### src/rtl/calc_pkg.sv
package calc_pkg;

  typedef enum logic [2:0] {
    OP_ADD  = 3'd0,
    OP_SUB  = 3'd1,
    OP_MUL  = 3'd2,
    OP_DIV  = 3'd3,
    OP_HOLD = 3'd4
  } op_e;

  typedef enum logic [1:0] {
    KEY_DIGIT = 2'd0,
    KEY_OPER  = 2'd1,
    KEY_CLEAR = 2'd2
  } key_kind_e;

  typedef enum logic [2:0] {
    ST_IDLE     = 3'd0,
    ST_DIGIT    = 3'd1,
    ST_CALC     = 3'd2,
    ST_DIV_WAIT = 3'd3,
    ST_SHOW     = 3'd4,
    ST_RELEASE  = 3'd5
  } state_e;

  // key codes whose meaning the sequencer decodes
  localparam logic [3:0] CODE_ADD   = 4'hA;
  localparam logic [3:0] CODE_SUB   = 4'hB;
  localparam logic [3:0] CODE_CLEAR = 4'hC;
  localparam logic [3:0] CODE_MUL   = 4'hD;
  localparam logic [3:0] CODE_DIV   = 4'hE;
  localparam logic [3:0] CODE_EQ    = 4'hF;

  function automatic int pow10(input int n);
    int v;
    v = 1;
    for (int i = 0; i < n; i++) v = v * 10;
    return v;
  endfunction

endpackage

### src/rtl/calc_rst_sync.sv
module calc_rst_sync (
  input  logic clk,
  input  logic rst_n,
  output logic rst_sync_n
);
  logic [1:0] sync_q;

  always_ff @(posedge clk or negedge rst_n) begin
    if (!rst_n) sync_q <= 2'b00;
    else        sync_q <= {sync_q[0], 1'b1};
  end

  assign rst_sync_n = sync_q[1];
endmodule

### src/rtl/calc_key_decode.sv
module calc_key_decode
  import calc_pkg::*;
(
  input  logic [3:0] code,
  output key_kind_e  kind,
  output op_e        op
);
  always_comb begin
    kind = KEY_OPER;
    op   = OP_HOLD;
    if (code <= 4'd9) begin
      kind = KEY_DIGIT;
    end else begin
      unique case (code)
        CODE_ADD:   op = OP_ADD;
        CODE_SUB:   op = OP_SUB;
        CODE_MUL:   op = OP_MUL;
        CODE_DIV:   op = OP_DIV;
        CODE_CLEAR: kind = KEY_CLEAR;
        default:    op = OP_HOLD;
      endcase
    end
  end
endmodule

### src/rtl/calc_operand.sv
module calc_operand
  import calc_pkg::*;
#(
  parameter int DATA_W = 16,
  parameter int DIGITS = 3
) (
  input  logic              clk,
  input  logic              rst_n,
  input  logic              clr,
  input  logic              load_en,
  input  logic [3:0]        digit,
  output logic [DATA_W-1:0] arg_q,
  output logic [DATA_W-1:0] arg_acc
);
  localparam int ACC_LIMIT = pow10(DIGITS - 1);

  logic room;

  always_comb begin
    room    = (arg_q < DATA_W'(ACC_LIMIT));
    arg_acc = room ? (arg_q * DATA_W'(10) + {{(DATA_W-4){1'b0}}, digit}) : arg_q;
  end

  always_ff @(posedge clk or negedge rst_n) begin
    if (!rst_n)       arg_q <= '0;
    else if (clr)     arg_q <= '0;
    else if (load_en) arg_q <= arg_acc;
  end
endmodule

### src/rtl/calc_alu.sv
module calc_alu
  import calc_pkg::*;
#(
  parameter int DATA_W = 16
) (
  input  op_e               op,
  input  logic [DATA_W-1:0] a,
  input  logic [DATA_W-1:0] b,
  output logic [DATA_W-1:0] y
);
  logic [2*DATA_W-1:0] prod;

  always_comb begin
    prod = a * b;
    unique case (op)
      OP_ADD:  y = a + b;
      OP_SUB:  y = a - b;
      OP_MUL:  y = prod[DATA_W-1:0];
      default: y = a;
    endcase
  end
endmodule

### src/rtl/calc_seq.sv
module calc_seq
  import calc_pkg::*;
#(
  parameter int DATA_W = 16,
  parameter int DIGITS = 3
) (
  input  logic              clk,
  input  logic              rst_n,
  input  logic [3:0]        key_code,
  input  logic              key_valid,
  output logic              div_start,
  output logic [DATA_W-1:0] div_num,
  output logic [DATA_W-1:0] div_den,
  input  logic [DATA_W-1:0] div_quot,
  input  logic              div_done,
  output logic [DATA_W-1:0] disp_value
);
  logic              rst_sync_n;
  state_e            state_q, state_d;
  key_kind_e         dec_kind;
  op_e               dec_op;
  logic [3:0]        key_q;
  op_e               op_new_q;
  op_e               op_q;
  logic [DATA_W-1:0] result_q;
  logic [DATA_W-1:0] arg_q;
  logic [DATA_W-1:0] arg_acc;
  logic [DATA_W-1:0] alu_y;
  logic              key_take;
  logic              clr_all;
  logic              calc_fast;
  logic              calc_div;
  logic              div_finish;
  logic              calc_done;

  calc_rst_sync u_rst (
    .clk        (clk),
    .rst_n      (rst_n),
    .rst_sync_n (rst_sync_n)
  );

  calc_key_decode u_dec (
    .code (key_code),
    .kind (dec_kind),
    .op   (dec_op)
  );

  calc_operand #(.DATA_W(DATA_W), .DIGITS(DIGITS)) u_arg (
    .clk     (clk),
    .rst_n   (rst_sync_n),
    .clr     (clr_all | calc_done),
    .load_en (state_q == ST_DIGIT),
    .digit   (key_q),
    .arg_q   (arg_q),
    .arg_acc (arg_acc)
  );

  calc_alu #(.DATA_W(DATA_W)) u_alu (
    .op (op_q),
    .a  (result_q),
    .b  (arg_q),
    .y  (alu_y)
  );

  // control strobes
  always_comb begin
    key_take   = (state_q == ST_IDLE) && key_valid;
    clr_all    = key_take && (dec_kind == KEY_CLEAR);
    calc_fast  = (state_q == ST_CALC) && (op_q != OP_DIV);
    calc_div   = (state_q == ST_CALC) && (op_q == OP_DIV);
    div_finish = (state_q == ST_DIV_WAIT) && div_done;
    calc_done  = calc_fast || div_finish;
  end

  // next state
  always_comb begin
    state_d = state_q;
    unique case (state_q)
      ST_IDLE: begin
        if (key_valid) begin
          if (dec_kind == KEY_DIGIT)      state_d = ST_DIGIT;
          else if (dec_kind == KEY_CLEAR) state_d = ST_RELEASE;
          else                            state_d = ST_CALC;
        end
      end
      ST_DIGIT:    state_d = ST_RELEASE;
      ST_CALC:     state_d = (op_q == OP_DIV) ? ST_DIV_WAIT : ST_SHOW;
      ST_DIV_WAIT: if (div_done) state_d = ST_SHOW;
      ST_SHOW:     state_d = ST_RELEASE;
      ST_RELEASE:  if (!key_valid) state_d = ST_IDLE;
      default:     state_d = ST_IDLE;
    endcase
  end

  always_ff @(posedge clk or negedge rst_sync_n) begin
    if (!rst_sync_n) state_q <= ST_IDLE;
    else             state_q <= state_d;
  end

  // latched key
  always_ff @(posedge clk or negedge rst_sync_n) begin
    if (!rst_sync_n) begin
      key_q    <= '0;
      op_new_q <= OP_ADD;
    end else if (key_take) begin
      key_q    <= key_code;
      op_new_q <= dec_op;
    end
  end

  // stored operator
  always_ff @(posedge clk or negedge rst_sync_n) begin
    if (!rst_sync_n)    op_q <= OP_ADD;
    else if (clr_all)   op_q <= OP_ADD;
    else if (calc_done) op_q <= op_new_q;
  end

  // running result
  always_ff @(posedge clk or negedge rst_sync_n) begin
    if (!rst_sync_n)     result_q <= '0;
    else if (clr_all)    result_q <= '0;
    else if (calc_fast)  result_q <= alu_y;
    else if (div_finish) result_q <= div_quot;
  end

  // divider interface
  always_ff @(posedge clk or negedge rst_sync_n) begin
    if (!rst_sync_n) begin
      div_start <= 1'b0;
      div_num   <= '0;
      div_den   <= '0;
    end else begin
      div_start <= calc_div;
      if (calc_div) begin
        div_num <= result_q;
        div_den <= arg_q;
      end
    end
  end

  // display register
  always_ff @(posedge clk or negedge rst_sync_n) begin
    if (!rst_sync_n)                disp_value <= '0;
    else if (clr_all)               disp_value <= '0;
    else if (state_q == ST_DIGIT)   disp_value <= arg_acc;
    else if (state_q == ST_SHOW)    disp_value <= result_q;
  end
endmodule

### config.mk
export PLATFORM = sky130hd
export DESIGN_NAME = calc_seq
export DESIGN_NICKNAME = d
export VERILOG_FILES = /design/src/rtl/calc_pkg.sv /design/src/rtl/calc_rst_sync.sv /design/src/rtl/calc_key_decode.sv /design/src/rtl/calc_operand.sv /design/src/rtl/calc_alu.sv /design/src/rtl/calc_seq.sv
export SDC_FILE = /design/constraint.sdc
export NUM_CORES = 1
export LEC_CHECK = 0
export BUFFER_PORTS_ARGS = -buffer_cell sky130_fd_sc_hd__buf_2
export CAP_MARGIN = 20
export CORE_AREA = 3 3 138 140
export DETAILED_ROUTE_END_ITERATION = 8
export DIE_AREA = 0 0 141 143
export MAX_ROUTING_LAYER = met4
export PLACE_DENSITY_LB_ADDON = 0.2
export SYNTH_ARGS = -nofsm -noshare
export SYNTH_HDL_FRONTEND = slang
export SYNTH_SLANG_ARGS = --single-unit
### constraint.sdc
create_clock -name clk -period 2.76 [get_ports clk]
set_input_delay 0 -clock clk [delete_from_list [all_inputs] [get_ports clk]]
set_output_delay 0 -clock clk [all_outputs]
set_load 0.01 [all_outputs]
[After elaboration in Yosys (flattened, before gate mapping)]
Cells that the tools add are included.
Cells by class
  add/sub/neg operators: 3
  eq/ne operators: 19
  reduce and logical (&&, ||, !) cells: 16
  multiply operators: 2
  mux-type cells: 23
  order comparisons: 2
  bitwise operators: 1
Operators with widths (count)
  16-bit two-way mux: 9
  16-bit one-hot mux with 3 select lines: 1
  3-bit two-way mux: 9
  4-bit equality test, second input constant: 5
  16-bit adder: 1
  16-bit by 4-bit adder with 16-bit output: 1
  16-bit by 7-bit < comparator with 1-bit output, second input constant: 1
  16-bit by 16-bit multiplier with 16-bit output: 1
  16-bit by 3-bit multiplier with 15-bit output, second input constant: 1
  16-bit subtractor: 1
  3-bit one-hot mux with 5 select lines: 1
  3-bit by 2-bit equality test with 1-bit output, second input constant: 4
  3-bit one-hot mux with 4 select lines: 1
  3-bit by 1-bit equality test with 1-bit output, second input constant: 2
  3-bit equality test, second input constant: 2
  3-bit logical NOT: 2
  2-bit != test, second input constant: 3
  3-bit nonzero test: 2
  1-bit logical AND: 5
  5-bit by 2-bit != test with 1-bit output, second input constant: 1
  4-bit less-or-equal comparator, second input constant: 1
  2-bit two-way mux: 2
  2-bit nonzero test: 2
  3-bit by 2-bit != test with 1-bit output, second input constant: 1
  7 further kinds: 7
Word-level totals
  bits of input ports: 24
  logic and storage cells: 77
  output and inout port bits: 49
  bits in registers: 96

[Depth between registers and ports, before layout]
  depth after elaboration: 8
  depth in mapped cells: 22
  depth with buffers taken out: 21

[Cells and area by module]
Synthesis repeated with hierarchy kept, for this count alone.
Unflattened totals
  cells, all modules: 1193
  area total of the unflattened synthesis: 10930.5 sq um
Modules (own cells, without submodules)
  calc_alu: times used 1, cells each 666, seq. area each 0.0 sq um, area each 5277.6 sq um
  calc_seq: times used 1, cells each 299, seq. area each 1951.9 sq um, area each 3567.2 sq um
  calc_operand: times used 1, cells each 214, seq. area each 400.4 sq um, area each 1961.9 sq um
  calc_key_decode: times used 1, cells each 11, seq. area each 0.0 sq um, area each 70.1 sq um
  calc_rst_sync: times used 1, cells each 3, seq. area each 50.0 sq um, area each 53.8 sq um

[Worst setup path before layout]
OpenSTA, ideal clock, no wires.
  path type: register -> register
  start point: reg u_arg.arg_q[6]
  end point: reg result_q[14]
  clock period less this slack: 5.801 ns
  setup time: 0.141 ns
  cell stages (with the launch flop): 21
  buffers on the path: 2
  path slack: -3.041 ns
  data arrival time: 5.659 ns
  required time: 2.619 ns
  cell sequence: dfrtp_1 -> clkbuf_1 -> clkbuf_1 -> and2_1 -> fa_1 -> inv_1 -> fa_1 -> fa_1 -> fa_1 -> inv_1 -> fa_1 -> inv_1 -> fa_1 -> inv_1 -> ha_1 -> and3_1 -> a211oi_1 -> a21oi_1 -> or3_1 -> a32oi_1 -> a31oi_1
Between the ends
  longest elaborated chain between the ends: 4
  elaborated cells on any way between the ends: 6
  those cells by class: add/sub (2); mul (1); mux (3)
Ends and longest elaborated chain
  start, declared: line calc_operand.sv:12  | output logic [DATA_W-1:0] arg_q,
  start signal, assigned: line calc_operand.sv:27  | else if (load_en) arg_q <= arg_acc;
  16-bit by 16-bit multiplier with 16-bit output, or another cell as far along: line calc_alu.sv:14  | prod = a * b;
  16-bit one-hot mux with 3 select lines (*): line calc_alu.sv:15  | unique case (op)
  16-bit two-way mux (*): line calc_seq.sv:122  | else if (calc_fast) result_q <= alu_y;
  16-bit two-way mux (*): line calc_seq.sv:121  | else if (clr_all) result_q <= '0;
  end signal, assigned: line calc_seq.sv:122
  end signal, assigned: line calc_seq.sv:123  | else if (div_finish) result_q <= div_quot;
  end, declared: line calc_seq.sv:25  | logic [DATA_W-1:0] result_q;
Every way passes the cells marked *; elsewhere a longest branch is shown, timed or not.
A chain may end at the register's enable or synchronous reset.

[Worst setup path in the final report]
  start point: reg result_q[4]
  end point: reg result_q[13]
Between the ends
  longest elaborated chain between the ends: 4
  elaborated cells on any way between the ends: 6
  those cells by class: add/sub (2); mul (1); mux (3)
Ends and longest elaborated chain (line)
  16-bit by 16-bit multiplier with 16-bit output, or another cell as far along: calc_alu.sv:14
  16-bit one-hot mux with 3 select lines (*): calc_alu.sv:15
  16-bit two-way mux (*): calc_seq.sv:122
  16-bit two-way mux (*): calc_seq.sv:121
Marks and branches as above.

==> results.yml <==
outcome:
  status: "finished, violations left"
  failed_checks: "negative setup slack"
synthesis:
  ys_seq_elements: 96
  postSynth.topFlopCell: "sky130_fd_sc_hd__dfrtp_1"
  synth_cells: 1214
  avgSynthCellArea_um2: 8.43
  netlist_area_um2: 10200
  synth.lib_cells_used.distinct: 74
  synthesis.yosys.warnings: 0
  postSynth.asyncResetShare_pct: 100
  yosys.area.top_type: "sky130_fd_sc_hd__dfrtp_1"
  synth_area_leaders: "sky130_fd_sc_hd__dfrtp_1 (23%), sky130_fd_sc_hd__fa_1 (16%), sky130_fd_sc_hd__ha_1 (11%)"
  net_count_after_synthesis: 1413
  synth_edf_count: 0
  synth.top_cell.area_share_pct: 23.5
  part_of_the_yosys_area_used_for_sequential_elements_pct: 23.5
worst_setup_path:
  cp_max_fo: 6
  timing.setup.critical_path_class: "reg2reg"
  cp.required_ns: 3.05
  endpoint_kind: "flip-flop"
  crit_path_start_kind: "flip-flop"
  worst_path_most_repeated_cell: "sky130_fd_sc_hd__fa_1"
  crit_path_max_incr_delay_ns: 0.54
  worstPathCellList: "and2_4, fa_1, inv_1, fa_2, fa_2, fa_1, inv_1, fa_1, inv_1, fa_1, inv_2, ha_4, nand2_1, buf_4, nand2b_1, a21oi_2, nand2_2, xnor2_1, o211ai_1, o22a_1"
  rr_worst_depth: 20
  critical_path.slowest_cell: "sky130_fd_sc_hd__fa_1"
  critical_path_arrival_ns: 5.49
finish:
  post_route_cells_drive_above_1_share_pct: 34.9
  num-nets-final: 1682
  post_synthesis_to_final_layout_area_growth_pct: 37.2
job:
  cap_violations: 0
detailed_routing:
  detailedRoute.firstPassIterationCount: 6
  post-route-drc-count: 0
  num_vias: 9896
  ant_nets: 0
  wl_per_cell_um: 19.9
  viasPerCell: 5.76
  violation_count_after_the_first_detailed_routing_iteration: 687
  drt-total-wl_um: 34200
hold_path:
  hold_class: "in2reg"
  min_path_cells: 4
grt:
  groute.usage.overall_pct: 34.0
  grt_first_pass_wirelength_um: 51800
  overflow: 0
  grt_max_degree: 78
  grt_pass1_vias: 10100
  antenna_found_initial: 1
timing:
  worstMarginPinSlew_ns: 1.05
  worst_slew_margin_rel_pct: 30.2
  layout_worst_path_cycle_share_pct: 189
  unrepaired_setup_endpoints_after_global_routing: "yes"
  timing.final.hold_violations: 0
  maxClockFrequency_mhz: 192
  post-route-min-period_ns: 5.21
  setup_slack_ns: -2.45
  finalClockSkew_ns: 0.0163
  slew_violations: 0
  final-setup-viol-count: 36
floorplan:
  start_util_pct: 57.0
  placement_rows: 49
  floorplan_die_area_um2: 20200
  fp.dieW_um: 141
  pin_count: 73
  core_area_um2: 18000
  die_y_um: 143
clock_tree:
  clock-sinks: 96
  cts_root_buffer: "sky130_fd_sc_hd__clkbuf_16"
  h_tree_depth_reported_by_cts: 3
  cts.reportedPaths.clkPinSlew_ns: 0.08
  cts_inserted_buffers: 9
  cts-root-to-sink-buffers: 2
  clock_insertion_delay_worst_skew_ns: 0.36
  cts_tree: "yes"
placement:
  dp_slack_ns: -2.59
  dpl.hpwl_um: 25400
  gp_routability_congestion: 0.955
  portBuffers: 72
==> through the flow <==
| step | instance area [um2] | std cells | hold WS [ns] | setup TNS [ns] | utilization (%) |
|---|---|---|---|---|---|
| final | 14000 | 1718 | 0.0634 | -38.88 | 78.2 |
| after global routing | 14000 | 1718 | 0.112 | -42.47 | 78.2 |
| after CTS | 13600 | 1704 | 0.0496 | -34.62 | 75.9 |
| after detailed placement | 12500 | 1656 | -0.214 | -34.82 | 69.8 |
| after global placement | 12500 | 1656 | -0.215 | -33.73 | 69.8 |
| after floorplan | 10700 | 1214 | -0.296 | -20.70 | - |
==> flip-flops by register name (all words and copies together), names as in the netlist <==
| name | count |
|---|---|
| op_new_q | 3 |
| key_q | 4 |
| op_q | 3 |
| u_arg.arg_q | 16 |
| div_den | 16 |
| div_num | 16 |
| u_rst.sync_q | 2 |
| disp_value | 16 |
| state_q | 3 |
| result_q | 16 |
| div_start | 1 |
==> area by class of cell <==
class	instances	area, um2
Multi-Input combinational cell	921	8090
Fill cell	1198	3920
Sequential cell	96	2420
Timing Repair Buffer	322	2420
Inverter	133	504
Tap cell	229	287
Clock buffer	9	225
Clock inverter	7	86.3
Antenna cell	1	2.50
==> synthesized netlist by cell type (7+ instances only) <==
| library cell | count |
|---|---|
| sky130_fd_sc_hd__nand2_1 | 220 |
| sky130_fd_sc_hd__inv_1 | 132 |
| sky130_fd_sc_hd__dfrtp_1 | 96 |
| sky130_fd_sc_hd__ha_1 | 92 |
| sky130_fd_sc_hd__fa_1 | 83 |
| sky130_fd_sc_hd__and2_1 | 67 |
| sky130_fd_sc_hd__nor2_1 | 66 |
| sky130_fd_sc_hd__xnor2_1 | 62 |
| sky130_fd_sc_hd__clkbuf_1 | 56 |
| sky130_fd_sc_hd__a21oi_1 | 50 |
| sky130_fd_sc_hd__o21ai_0 | 50 |
| sky130_fd_sc_hd__xor2_1 | 22 |
| sky130_fd_sc_hd__nor3_1 | 21 |
| sky130_fd_sc_hd__a31oi_1 | 18 |
| sky130_fd_sc_hd__nand3_1 | 18 |
| sky130_fd_sc_hd__nand2b_1 | 15 |
| sky130_fd_sc_hd__a211oi_1 | 11 |
| sky130_fd_sc_hd__a22oi_1 | 8 |
| sky130_fd_sc_hd__or3_1 | 8 |
| sky130_fd_sc_hd__a22o_1 | 7 |
==> cells in the final DEF, fill, tap and decap left out, drive strengths merged, types with 23 or more instances in the layout <==
| cell | count |
|---|---|
| a21oi | 51 |
| xnor2 | 62 |
| fa | 83 |
| inv | 137 |
| and2 | 67 |
| dfrtp | 96 |
| o21ai | 55 |
| xor2 | 23 |
| ha | 92 |
| buf | 303 |
| nand2 | 220 |
| nor2 | 66 |
==> final timing paths <==
check	from	end	slack, ns
max	result_q[4]	result_q[13]	-2.45
min	div_done	state_q[0]	0.06
max reg2reg	result_q[4]	result_q[13]	-2.45
min reg2reg	u_rst.sync_q[0]	u_rst.sync_q[1]	0.36
max in group asynchronous	u_rst.sync_q[1]	result_q[6]	1.41
min in group asynchronous	rst_n	u_rst.sync_q[1]	0.48
==> timing repair <==
action,in CTS,in global routing
endpoints found under the hold margin,21,0
pin swaps,96,73
resized for setup,120,66
setup endpoints to repair,35,44
setup buffers,19,15
hold buffers,19,0
==> critical path, delay by kind of cell (launching register included) <==
family	cells	cell delay (ns)
AO/OA/AOI/OAI	3	0.64
XOR/XNOR	1	0.13
adder cells (fa/ha/maj)	7	3.13
buffers and inverters	5	0.33
flip-flops	1	0.46
AND/OR/NAND/NOR	4	0.45
==> per-layer routing <==
| metal | global-route usage, % | wire (um) | up-vias |
|---|---|---|---|
| li1 | - | - | 4487 |
| met1 | 41.4 | 13600 | 4877 |
| met2 | 55.9 | 16800 | 428 |
| met3 | 7.33 | 2780 | 104 |
| met4 | 12.8 | 1040 | 0 |
| met5 | - | 0 | - |
==> kinds of logic (layout without fill, tap and decap cells) <==
| kind of cell | Yosys count | count (layout) | share of synthesized area (%) |
|---|---|---|---|
| compound gates | 205 | 205 | 13.1 |
| mux | 8 | 8 | 0.844 |
| fa+ha+maj | 175 | 175 | 27.5 |
| flops | 96 | 96 | 23.5 |
| simple gates | 447 | 447 | 20.3 |
| other cells | 1 | 2 | 0.0366 |
| xor+xnor | 85 | 85 | 7.35 |
| buf+inv | 197 | 471 | 7.40 |
Power is left out: the tool's default activity adds up to more than one toggle a clock period on the data nets, which glitch-free logic cannot reach.
